==> config.mk <==
export PLATFORM = sky130hd
export DESIGN_NAME = flash_march_seq
export DESIGN_NICKNAME = d
export VERILOG_FILES = /design/src/rtl/flash_march_pkg.sv /design/src/rtl/fm_cmd_buffer.sv /design/src/rtl/fm_elem_source.sv /design/src/rtl/flash_march_seq.sv
export SDC_FILE = /design/constraint.sdc
export NUM_CORES = 1
export LEC_CHECK = 0
export ABC_AREA = 1
export BUFFER_PORTS_ARGS = -buffer_cell sky130_fd_sc_hd__buf_2
export CAP_MARGIN = 20
export CORE_MARGIN = 4
export CORE_UTILIZATION = 55
export DETAILED_ROUTE_END_ITERATION = 8
export PLACE_DENSITY_LB_ADDON = 0.12
export SLEW_MARGIN = 40
export SYNTH_ARGS = -nofsm -noshare
export SYNTH_HDL_FRONTEND = slang
export SYNTH_SLANG_ARGS = --single-unit
==> constraint.sdc <==
create_clock -name clk -period 2.65 [get_ports clk]
set_input_delay 0.1325 -clock clk [delete_from_list [all_inputs] [get_ports clk]]
set_output_delay 0.1325 -clock clk [all_outputs]
set_load 0.05 [all_outputs]
==> src/rtl/flash_march_pkg.sv <==
package flash_march_pkg;

    localparam int CMD_W = 5;
    localparam logic [CMD_W-1:0] CMD_END = 5'b11111;

    typedef enum logic [1:0] {
        K_READ  = 2'd0,
        K_PROG  = 2'd1,
        K_ERASE = 2'd2
    } op_kind_e;

    typedef struct packed {
        logic       is_end;
        logic       is_erase;
        logic [2:0] n_ops;
        logic       up;
    } elem_dec_t;

    typedef struct packed {
        op_kind_e kind;
        logic     exp_one;
    } step_t;

    function automatic elem_dec_t decode_elem(input logic [CMD_W-1:0] c);
        elem_dec_t d;
        d.is_end   = (c[4:2] == 3'b111);
        d.is_erase = (c[4:2] == 3'b100);
        d.up       = c[0];
        case (c[4:2])
            3'b000:  d.n_ops = 3'd1;
            3'b001:  d.n_ops = 3'd2;
            3'b010:  d.n_ops = 3'd3;
            3'b011:  d.n_ops = 3'd4;
            3'b101:  d.n_ops = 3'd2;
            default: d.n_ops = 3'd1;
        endcase
        return d;
    endfunction

    function automatic step_t step_of(input logic [CMD_W-1:0] c, input logic [1:0] s);
        step_t t;
        t.exp_one = 1'b0;
        t.kind    = K_READ;
        case (c[4:2])
            3'b100: t.kind = K_ERASE;
            3'b110: t.kind = K_PROG;
            3'b101: t.kind = (s == 2'd0) ? K_PROG : K_READ;
            default: begin
                if (s == 2'd0) begin
                    t.kind    = K_READ;
                    t.exp_one = c[1];
                end else if (s == 2'd1) begin
                    t.kind = K_PROG;
                end else begin
                    t.kind = K_READ;
                end
            end
        endcase
        return t;
    endfunction

    function automatic logic [CMD_W-1:0] test_rom_cmd(input logic [2:0] i);
        case (i)
            3'd0:    return 5'b10011;
            3'd1:    return 5'b01011;
            3'd2:    return 5'b00001;
            3'd3:    return 5'b10011;
            3'd4:    return 5'b01010;
            3'd5:    return 5'b00000;
            default: return CMD_END;
        endcase
    endfunction

    function automatic logic [CMD_W-1:0] burn_cmd(input logic [2:0] i);
        case (i)
            3'd0:    return 5'b00011;
            3'd1:    return 5'b00001;
            3'd2:    return 5'b00010;
            3'd3:    return 5'b00000;
            3'd4:    return 5'b00011;
            3'd5:    return 5'b00000;
            3'd6:    return 5'b00010;
            default: return 5'b00001;
        endcase
    endfunction

endpackage

==> src/rtl/fm_cmd_buffer.sv <==
module fm_cmd_buffer
    import flash_march_pkg::*;
#(
    parameter int DEPTH = 16,
    parameter int IW    = 5
) (
    input  logic             clk,
    input  logic             rst,
    input  logic             shift_en_i,
    input  logic             shift_bit_i,
    input  logic [IW-1:0]    rd_idx_i,
    output logic [CMD_W-1:0] rd_cmd_o
);
    localparam int SW = (DEPTH > 1) ? $clog2(DEPTH) : 1;
    localparam int PW = $clog2(DEPTH + 1);

    logic [CMD_W-1:0] slots [DEPTH];
    logic [3:0]       sh_q;
    logic [2:0]       cnt_q;
    logic [PW-1:0]    wptr_q;
    logic             full;

    assign full = (wptr_q == PW'(DEPTH));

    always_ff @(posedge clk) begin
        if (rst) begin
            sh_q   <= '0;
            cnt_q  <= '0;
            wptr_q <= '0;
            for (int i = 0; i < DEPTH; i++) slots[i] <= CMD_END;
        end else if (shift_en_i) begin
            sh_q <= {sh_q[2:0], shift_bit_i};
            if (cnt_q == 3'd4) begin
                cnt_q <= '0;
                if (!full) begin
                    slots[wptr_q[SW-1:0]] <= {sh_q, shift_bit_i};
                    wptr_q                <= wptr_q + 1'b1;
                end
            end else begin
                cnt_q <= cnt_q + 1'b1;
            end
        end
    end

    always_comb begin
        if (rd_idx_i < IW'(DEPTH)) rd_cmd_o = slots[rd_idx_i[SW-1:0]];
        else                       rd_cmd_o = CMD_END;
    end

    p_no_overflow_r8: assert property (@(posedge clk) disable iff (rst)
        wptr_q <= PW'(DEPTH));

    p_full_frozen_r8: assert property (@(posedge clk) disable iff (rst)
        full |=> full && $stable(wptr_q));

endmodule

==> src/rtl/fm_elem_source.sv <==
module fm_elem_source
    import flash_march_pkg::*;
#(
    parameter int IW = 5
) (
    input  logic [1:0]       mode_i,
    input  logic [IW-1:0]    idx_i,
    input  logic [CMD_W-1:0] buf_cmd_i,
    output logic [CMD_W-1:0] cmd_o
);
    logic in_rom;
    assign in_rom = (idx_i < IW'(8));

    always_comb begin
        case (mode_i)
            2'd1:    cmd_o = buf_cmd_i;
            2'd2:    cmd_o = burn_cmd(idx_i[2:0]);
            default: cmd_o = in_rom ? test_rom_cmd(idx_i[2:0]) : CMD_END;
        endcase
    end

    always_comb begin
        if (mode_i == 2'd2) p_burn_no_end_r9: assert (cmd_o[4:2] == 3'b000);
    end

endmodule

==> src/rtl/flash_march_seq.sv <==
module flash_march_seq
    import flash_march_pkg::*;
#(
    parameter int AW    = 6,
    parameter int DW    = 8,
    parameter int DEPTH = 16,
    parameter int IW    = $clog2((DEPTH > 8) ? DEPTH : 8) + 1
) (
    input  logic          clk,
    input  logic          rst,
    input  logic          run_en_i,
    input  logic [1:0]    mode_i,
    input  logic          shift_en_i,
    input  logic          shift_bit_i,
    output logic          op_req_o,
    output logic [1:0]    op_kind_o,
    output logic [AW-1:0] op_addr_o,
    input  logic          op_rdy_i,
    input  logic [DW-1:0] rd_data_i,
    output logic          err_o,
    output logic [AW-1:0] err_addr_o,
    output logic [DW-1:0] err_syn_o,
    output logic [IW-1:0] err_elem_o,
    output logic          done_o
);
    localparam logic [AW-1:0] ADDR_TOP = {AW{1'b1}};

    typedef enum logic [2:0] {S_IDLE, S_FETCH, S_ISSUE, S_ADV, S_DONE} st_e;

    st_e              st_q;
    logic [1:0]       mode_q;
    logic [IW-1:0]    idx_q;
    logic [CMD_W-1:0] cmd_q;
    logic [1:0]       step_q;
    logic [AW-1:0]    addr_q;
    logic             done_q;

    logic [CMD_W-1:0] buf_cmd, src_cmd;
    elem_dec_t        fdec, cdec;
    step_t            cur;
    logic [DW-1:0]    expect_v, syn;
    logic             last_addr, more_steps;

    fm_cmd_buffer #(.DEPTH(DEPTH), .IW(IW)) u_buf (
        .clk        (clk),
        .rst        (rst),
        .shift_en_i (shift_en_i),
        .shift_bit_i(shift_bit_i),
        .rd_idx_i   (idx_q),
        .rd_cmd_o   (buf_cmd)
    );

    fm_elem_source #(.IW(IW)) u_src (
        .mode_i   (mode_q),
        .idx_i    (idx_q),
        .buf_cmd_i(buf_cmd),
        .cmd_o    (src_cmd)
    );

    assign fdec       = decode_elem(src_cmd);
    assign cdec       = decode_elem(cmd_q);
    assign cur        = step_of(cmd_q, step_q);
    assign expect_v   = {DW{cur.exp_one}};
    assign syn        = rd_data_i ^ expect_v;
    assign last_addr  = cdec.up ? (addr_q == ADDR_TOP) : (addr_q == '0);
    assign more_steps = ({1'b0, step_q} + 3'd1) < cdec.n_ops;

    always_ff @(posedge clk) begin
        if (rst) begin
            st_q       <= S_IDLE;
            mode_q     <= '0;
            idx_q      <= '0;
            cmd_q      <= CMD_END;
            step_q     <= '0;
            addr_q     <= '0;
            done_q     <= 1'b0;
            err_o      <= 1'b0;
            err_addr_o <= '0;
            err_syn_o  <= '0;
            err_elem_o <= '0;
        end else begin
            err_o <= 1'b0;
            if (!run_en_i) begin
                st_q   <= S_IDLE;
                done_q <= 1'b0;
                idx_q  <= '0;
            end else begin
                case (st_q)
                    S_IDLE: begin
                        mode_q <= mode_i;
                        idx_q  <= '0;
                        st_q   <= S_FETCH;
                    end
                    S_FETCH: begin
                        if (fdec.is_end) begin
                            done_q <= 1'b1;
                            st_q   <= S_DONE;
                        end else begin
                            cmd_q  <= src_cmd;
                            step_q <= '0;
                            addr_q <= (fdec.is_erase || fdec.up) ? '0 : ADDR_TOP;
                            st_q   <= S_ISSUE;
                        end
                    end
                    S_ISSUE: begin
                        if (op_rdy_i) begin
                            if (cur.kind == K_READ && syn != '0) begin
                                err_o      <= 1'b1;
                                err_addr_o <= addr_q;
                                err_syn_o  <= syn;
                                err_elem_o <= idx_q;
                            end
                            st_q <= S_ADV;
                        end
                    end
                    S_ADV: begin
                        if (!cdec.is_erase && more_steps) begin
                            step_q <= step_q + 1'b1;
                            st_q   <= S_ISSUE;
                        end else if (!cdec.is_erase && !last_addr) begin
                            addr_q <= cdec.up ? addr_q + 1'b1 : addr_q - 1'b1;
                            step_q <= '0;
                            st_q   <= S_ISSUE;
                        end else begin
                            if (mode_q == 2'd2 && idx_q[2:0] == 3'd7) begin
                                idx_q  <= '0;
                                done_q <= 1'b1;
                            end else begin
                                idx_q <= idx_q + 1'b1;
                            end
                            st_q <= S_FETCH;
                        end
                    end
                    default: st_q <= S_DONE;
                endcase
            end
        end
    end

    assign op_req_o  = (st_q == S_ISSUE);
    assign op_kind_o = cur.kind;
    assign op_addr_o = cdec.is_erase ? '0 : addr_q;
    assign done_o    = done_q;

    p_req_hold_r10: assert property (@(posedge clk) disable iff (rst)
        (op_req_o && !op_rdy_i && run_en_i) |=> op_req_o);

    p_req_stable_r10: assert property (@(posedge clk) disable iff (rst)
        (op_req_o && !op_rdy_i && run_en_i) |=> ($stable(op_addr_o) && $stable(op_kind_o)));

    p_req_drop_r10: assert property (@(posedge clk) disable iff (rst)
        (op_req_o && op_rdy_i) |=> !op_req_o);

    p_err_pulse_r4: assert property (@(posedge clk) disable iff (rst)
        err_o |=> !err_o);

    p_err_after_read_r4: assert property (@(posedge clk) disable iff (rst)
        err_o |-> $past(op_req_o && op_rdy_i && op_kind_o == 2'd0));

    p_erase_addr_r5: assert property (@(posedge clk) disable iff (rst)
        (op_req_o && op_kind_o == 2'd2) |-> (op_addr_o == '0));

    p_abort_idle_r11: assert property (@(posedge clk) disable iff (rst)
        !run_en_i |=> (!op_req_o && !done_o));

endmodule

==> impl_metrics.json <==
{
  "status": "finished clean",
  "setup.worst_path.end": "idx_q[1]",
  "timing.critical_path.mode_cell": "inv_1",
  "finalHoldViolations": 0,
  "grt_pass1_vias": 5516,
  "setup_ws_ns": 0.301,
  "cp_slowest_cell": "dfxtp_1",
  "root_buffer": "clkbuf_16",
  "n_antenna_cell": 0,
  "viasPerCell": 5.36,
  "ys_ff_latch": 140,
  "required_ns": 2.96,
  "avgRoutedWirePerCell_um": 15.1,
  "synth_edf_count": 80,
  "fmax_ghz": 0.426,
  "drive_above_1_share_pct": 11.8,
  "numCtsBuffers": 17,
  "drv_cap": 0,
  "max_slew_margin_pct": 49.5,
  "ir_drop_v": 0.000421,
  "grt_antenna_before_repair": 0,
  "synth_cell_type_count": 38,
  "firstDrtPassIters": 6,
  "areaGrowthSynthToFinish_pct": 13.7,
  "pre_cts_ws_ns": 0.240,
  "power_leakage_nw": 3.06,
  "drc": 0,
  "crit_path_end_kind": "register",
  "power.density_mw_per_mm2": 620,
  "worstSetupPathType": "reg -> reg",
  "final_antenna_net_count": 0,
  "io_pins": 46,
  "htreeDepth": 4,
  "worstSkewPairLatency_ns": 0.42,
  "skew_ns": 0.00535,
  "dieArea_mm2": 0.0145,
  "synth_flop_cell": "edfxtp_1",
  "syn_area_mm2": 0.00694,
  "ff2ff_setup_slack_ns": 0.30,
  "drtIter0Drc": 657,
  "fin_crit_sh_pct": 88.6,
  "ff2ff_path_depth": 12,
  "cts_tree": "yes",
  "cp-start-kind": "register",
  "synth-async-reset-ratio_pct": 0,
  "fin_crit_ns": 2.35,
  "core_mm2": 0.0122,
  "setup-violations-final": 0,
  "drv_slew": 0,
  "track_usage_pct": 23.3,
  "grt_max_degree": 46,
  "synth_nets": 879,
  "synth_top_area_share_pct": 34.6,
  "synth_seq_area_share_pct": 51.9,
  "r2r_end": "idx_q[1]",
  "cts_sinks": 140,
  "ys_top_cells_by_area": "edfxtp_1, dfxtp_1, nand2_1, nor2_1, o21ai_0",
  "hold_depth": 3,
  "nNetsFinal": 932,
  "postSynthAreaPerCell_um2": 8.27,
  "hp-class": "in -> reg",
  "crit_start": "step_q[0]",
  "clk_pin_slew_ns": 0.05,
  "dpl.hpwl_um": 11200,
  "synth_area_leader_cell": "edfxtp_1",
  "clockBufferDepth": 2,
  "syn_inst": 839,
  "tns_ns": 0,
  "worst_ep_arrival_time_ns": 2.66,
  "r2r-start": "step_q[0]",
  "num_rows": 40,
  "slowest_delay_ns": 0.39,
  "path_max_fanout": 7,
  "cp_cell_sequence": "inv_1 > ha_1 > ha_1 > nand3_1 > nand3_1 > nor2_2 > inv_1 > nand2_2 > inv_1 > nand2_1 > nand2_1 > a211oi_1",
  "start_util_pct": 57.1,
  "rsz0062_at_grt": "false",
  "via_count": 5750,
  "yosys_warnings": 0,
  "io_buffers": 45,
  "routabilityCongestion": 0.922,
  "grt_overflow": 0,
  "wirelength_um": 16200,
  "grt_pass1_wl_um": 26600,
  "die_h_um": 120,
  "worst-slew-pin-transition_ns": 0.757,
  "die_w_um": 120
}
==> state kept, by name (all words and copies together), names as in the netlist, named ones only <==
name / count
u_buf.slots: 80
err_syn_o: 8
addr_q: 6
err_addr_o: 6
cmd_q: 5
err_elem_o: 5
idx_q: 5
u_buf.wptr_q: 5
u_buf.sh_q: 4
st_q: 3
u_buf.cnt_q: 3
mode_q: 2
step_q: 2
done_o: 1
err_o: 1
==> report_power, final <==
group	internal, mW	total, mW	switching [mW]
combinational	0.129	0.436	0.307
sequential	2.32	2.34	0.0237
clock	1.29	2.11	0.819
==> cells in the mapped netlist, types with 2 or more instances <==
| cell | count |
|---|---|
| o21ai_0 | 68 |
| or2_2 | 2 |
| dfxtp_1 | 60 |
| nand2_2 | 8 |
| o21ai_1 | 2 |
| xnor2_1 | 9 |
| inv_1 | 70 |
| nand2_1 | 219 |
| edfxtp_1 | 80 |
| xor2_1 | 2 |
| buf_6 | 6 |
| ha_1 | 23 |
| inv_2 | 2 |
| clkinv_1 | 5 |
| buf_4 | 2 |
| o211ai_1 | 9 |
| nand4_1 | 3 |
| clkbuf_1 | 13 |
| nor4_1 | 2 |
| o221ai_1 | 2 |
| nor3_1 | 8 |
| nor2_1 | 132 |
| a21oi_1 | 31 |
| nand3_1 | 57 |
| a211oi_1 | 2 |
| nand3_4 | 2 |
| buf_2 | 9 |
==> critical path, delay by kind of cell (launching register included) <==
kind                       cells  cell delay, ns
adders and majority gates      2            0.63
AOI/OAI and AO/OA              1            0.25
DFF                            1            0.39
and+or+nand+nor                6            0.68
buffers and inverters          3            0.30
==> worst min-delay path by stage <==
stage / to / slack (ns) / start
floorplan: st_q[0] / 0.30 / op_rdy_i
global placement: st_q[0] / 0.41 / op_rdy_i
detailed placement: mode_q[1] / 0.44 / mode_i[1]
CTS: st_q[0] / 0.003 / op_rdy_i
global route: mode_q[0] / 0.04 / mode_i[0]
finish: st_q[0] / 0.01 / op_rdy_i
==> final cells by class <==
| cell class | count | area, µm² |
|---|---|---|
| fillers | 1035 | 4270 |
| flip-flops and latches | 140 | 3600 |
| multi-input cells | 590 | 2870 |
| clock buffers | 30 | 514 |
| repair buffers | 65 | 390 |
| inverters | 78 | 298 |
| well taps | 168 | 210 |
| clock inverters | 2 | 10.0 |
==> metal layers <==
layer  track usage (%)  vias to the layer above  wire length [µm]
met5                 0                        -                 0
met4              8.78                        0               293
met3              5.00                       29              1010
met2              36.8                      176              7600
met1              31.7                     2689              7310
li1                  -                     2856                 -
==> timing repair <==
action	in CTS	in global routing
gates resized for setup	0	3
hold endpoints to repair	1	0
endpoints found under the setup margin	0	8
hold buffers	1	0
setup buffers	0	0
==> per-stage QoR <==
| stage | hold WS (ns) | std cells | utilization (%) | cell area (µm²) | total power [mW] |
|---|---|---|---|---|---|
| floorplan | 0.296 | 839 | - | 6940 | 2.70 |
| global placement | 0.410 | 1040 | 60.4 | 7350 | 2.80 |
| global route | 0.0370 | 1073 | 64.9 | 7890 | 5.07 |
| CTS | 0.00333 | 1073 | 64.8 | 7880 | 4.91 |
| finish | 0.0138 | 1073 | 64.9 | 7890 | 4.89 |
| detailed placement | 0.435 | 1040 | 60.4 | 7350 | 2.82 |
==> cell families (layout without fill, tap and decap cells) <==
kind of cell / Yosys count / in the layout / share of synthesized area (%)
AND/OR/NAND/NOR: 436 / 436 / 26.1
adder cells (fa/ha/maj): 24 / 24 / 4.43
XOR/XNOR: 11 / 11 / 1.39
flip-flops: 140 / 140 / 51.9
AO/OA/AOI/OAI: 119 / 119 / 9.27
buffers and inverters: 109 / 175 / 6.90
==> placed cells by master (no fill, tap or decap), types with 8 or more instances in the layout <==
| master | instances |
|---|---|
| nand2_1 | 218 |
| buf_2 | 45 |
| dfxtp_1 | 60 |
| o211ai_1 | 9 |
| inv_1 | 70 |
| clkbuf_16 | 17 |
| a21oi_1 | 31 |
| o21ai_0 | 67 |
| buf_4 | 18 |
| xnor2_1 | 9 |
| nand3_1 | 57 |
| ha_1 | 23 |
| nand2_2 | 9 |
| clkbuf_1 | 9 |
| edfxtp_1 | 80 |
| nor2_1 | 131 |
| nor3_1 | 8 |
No activity file was read; power rests on OpenSTA's default activity.
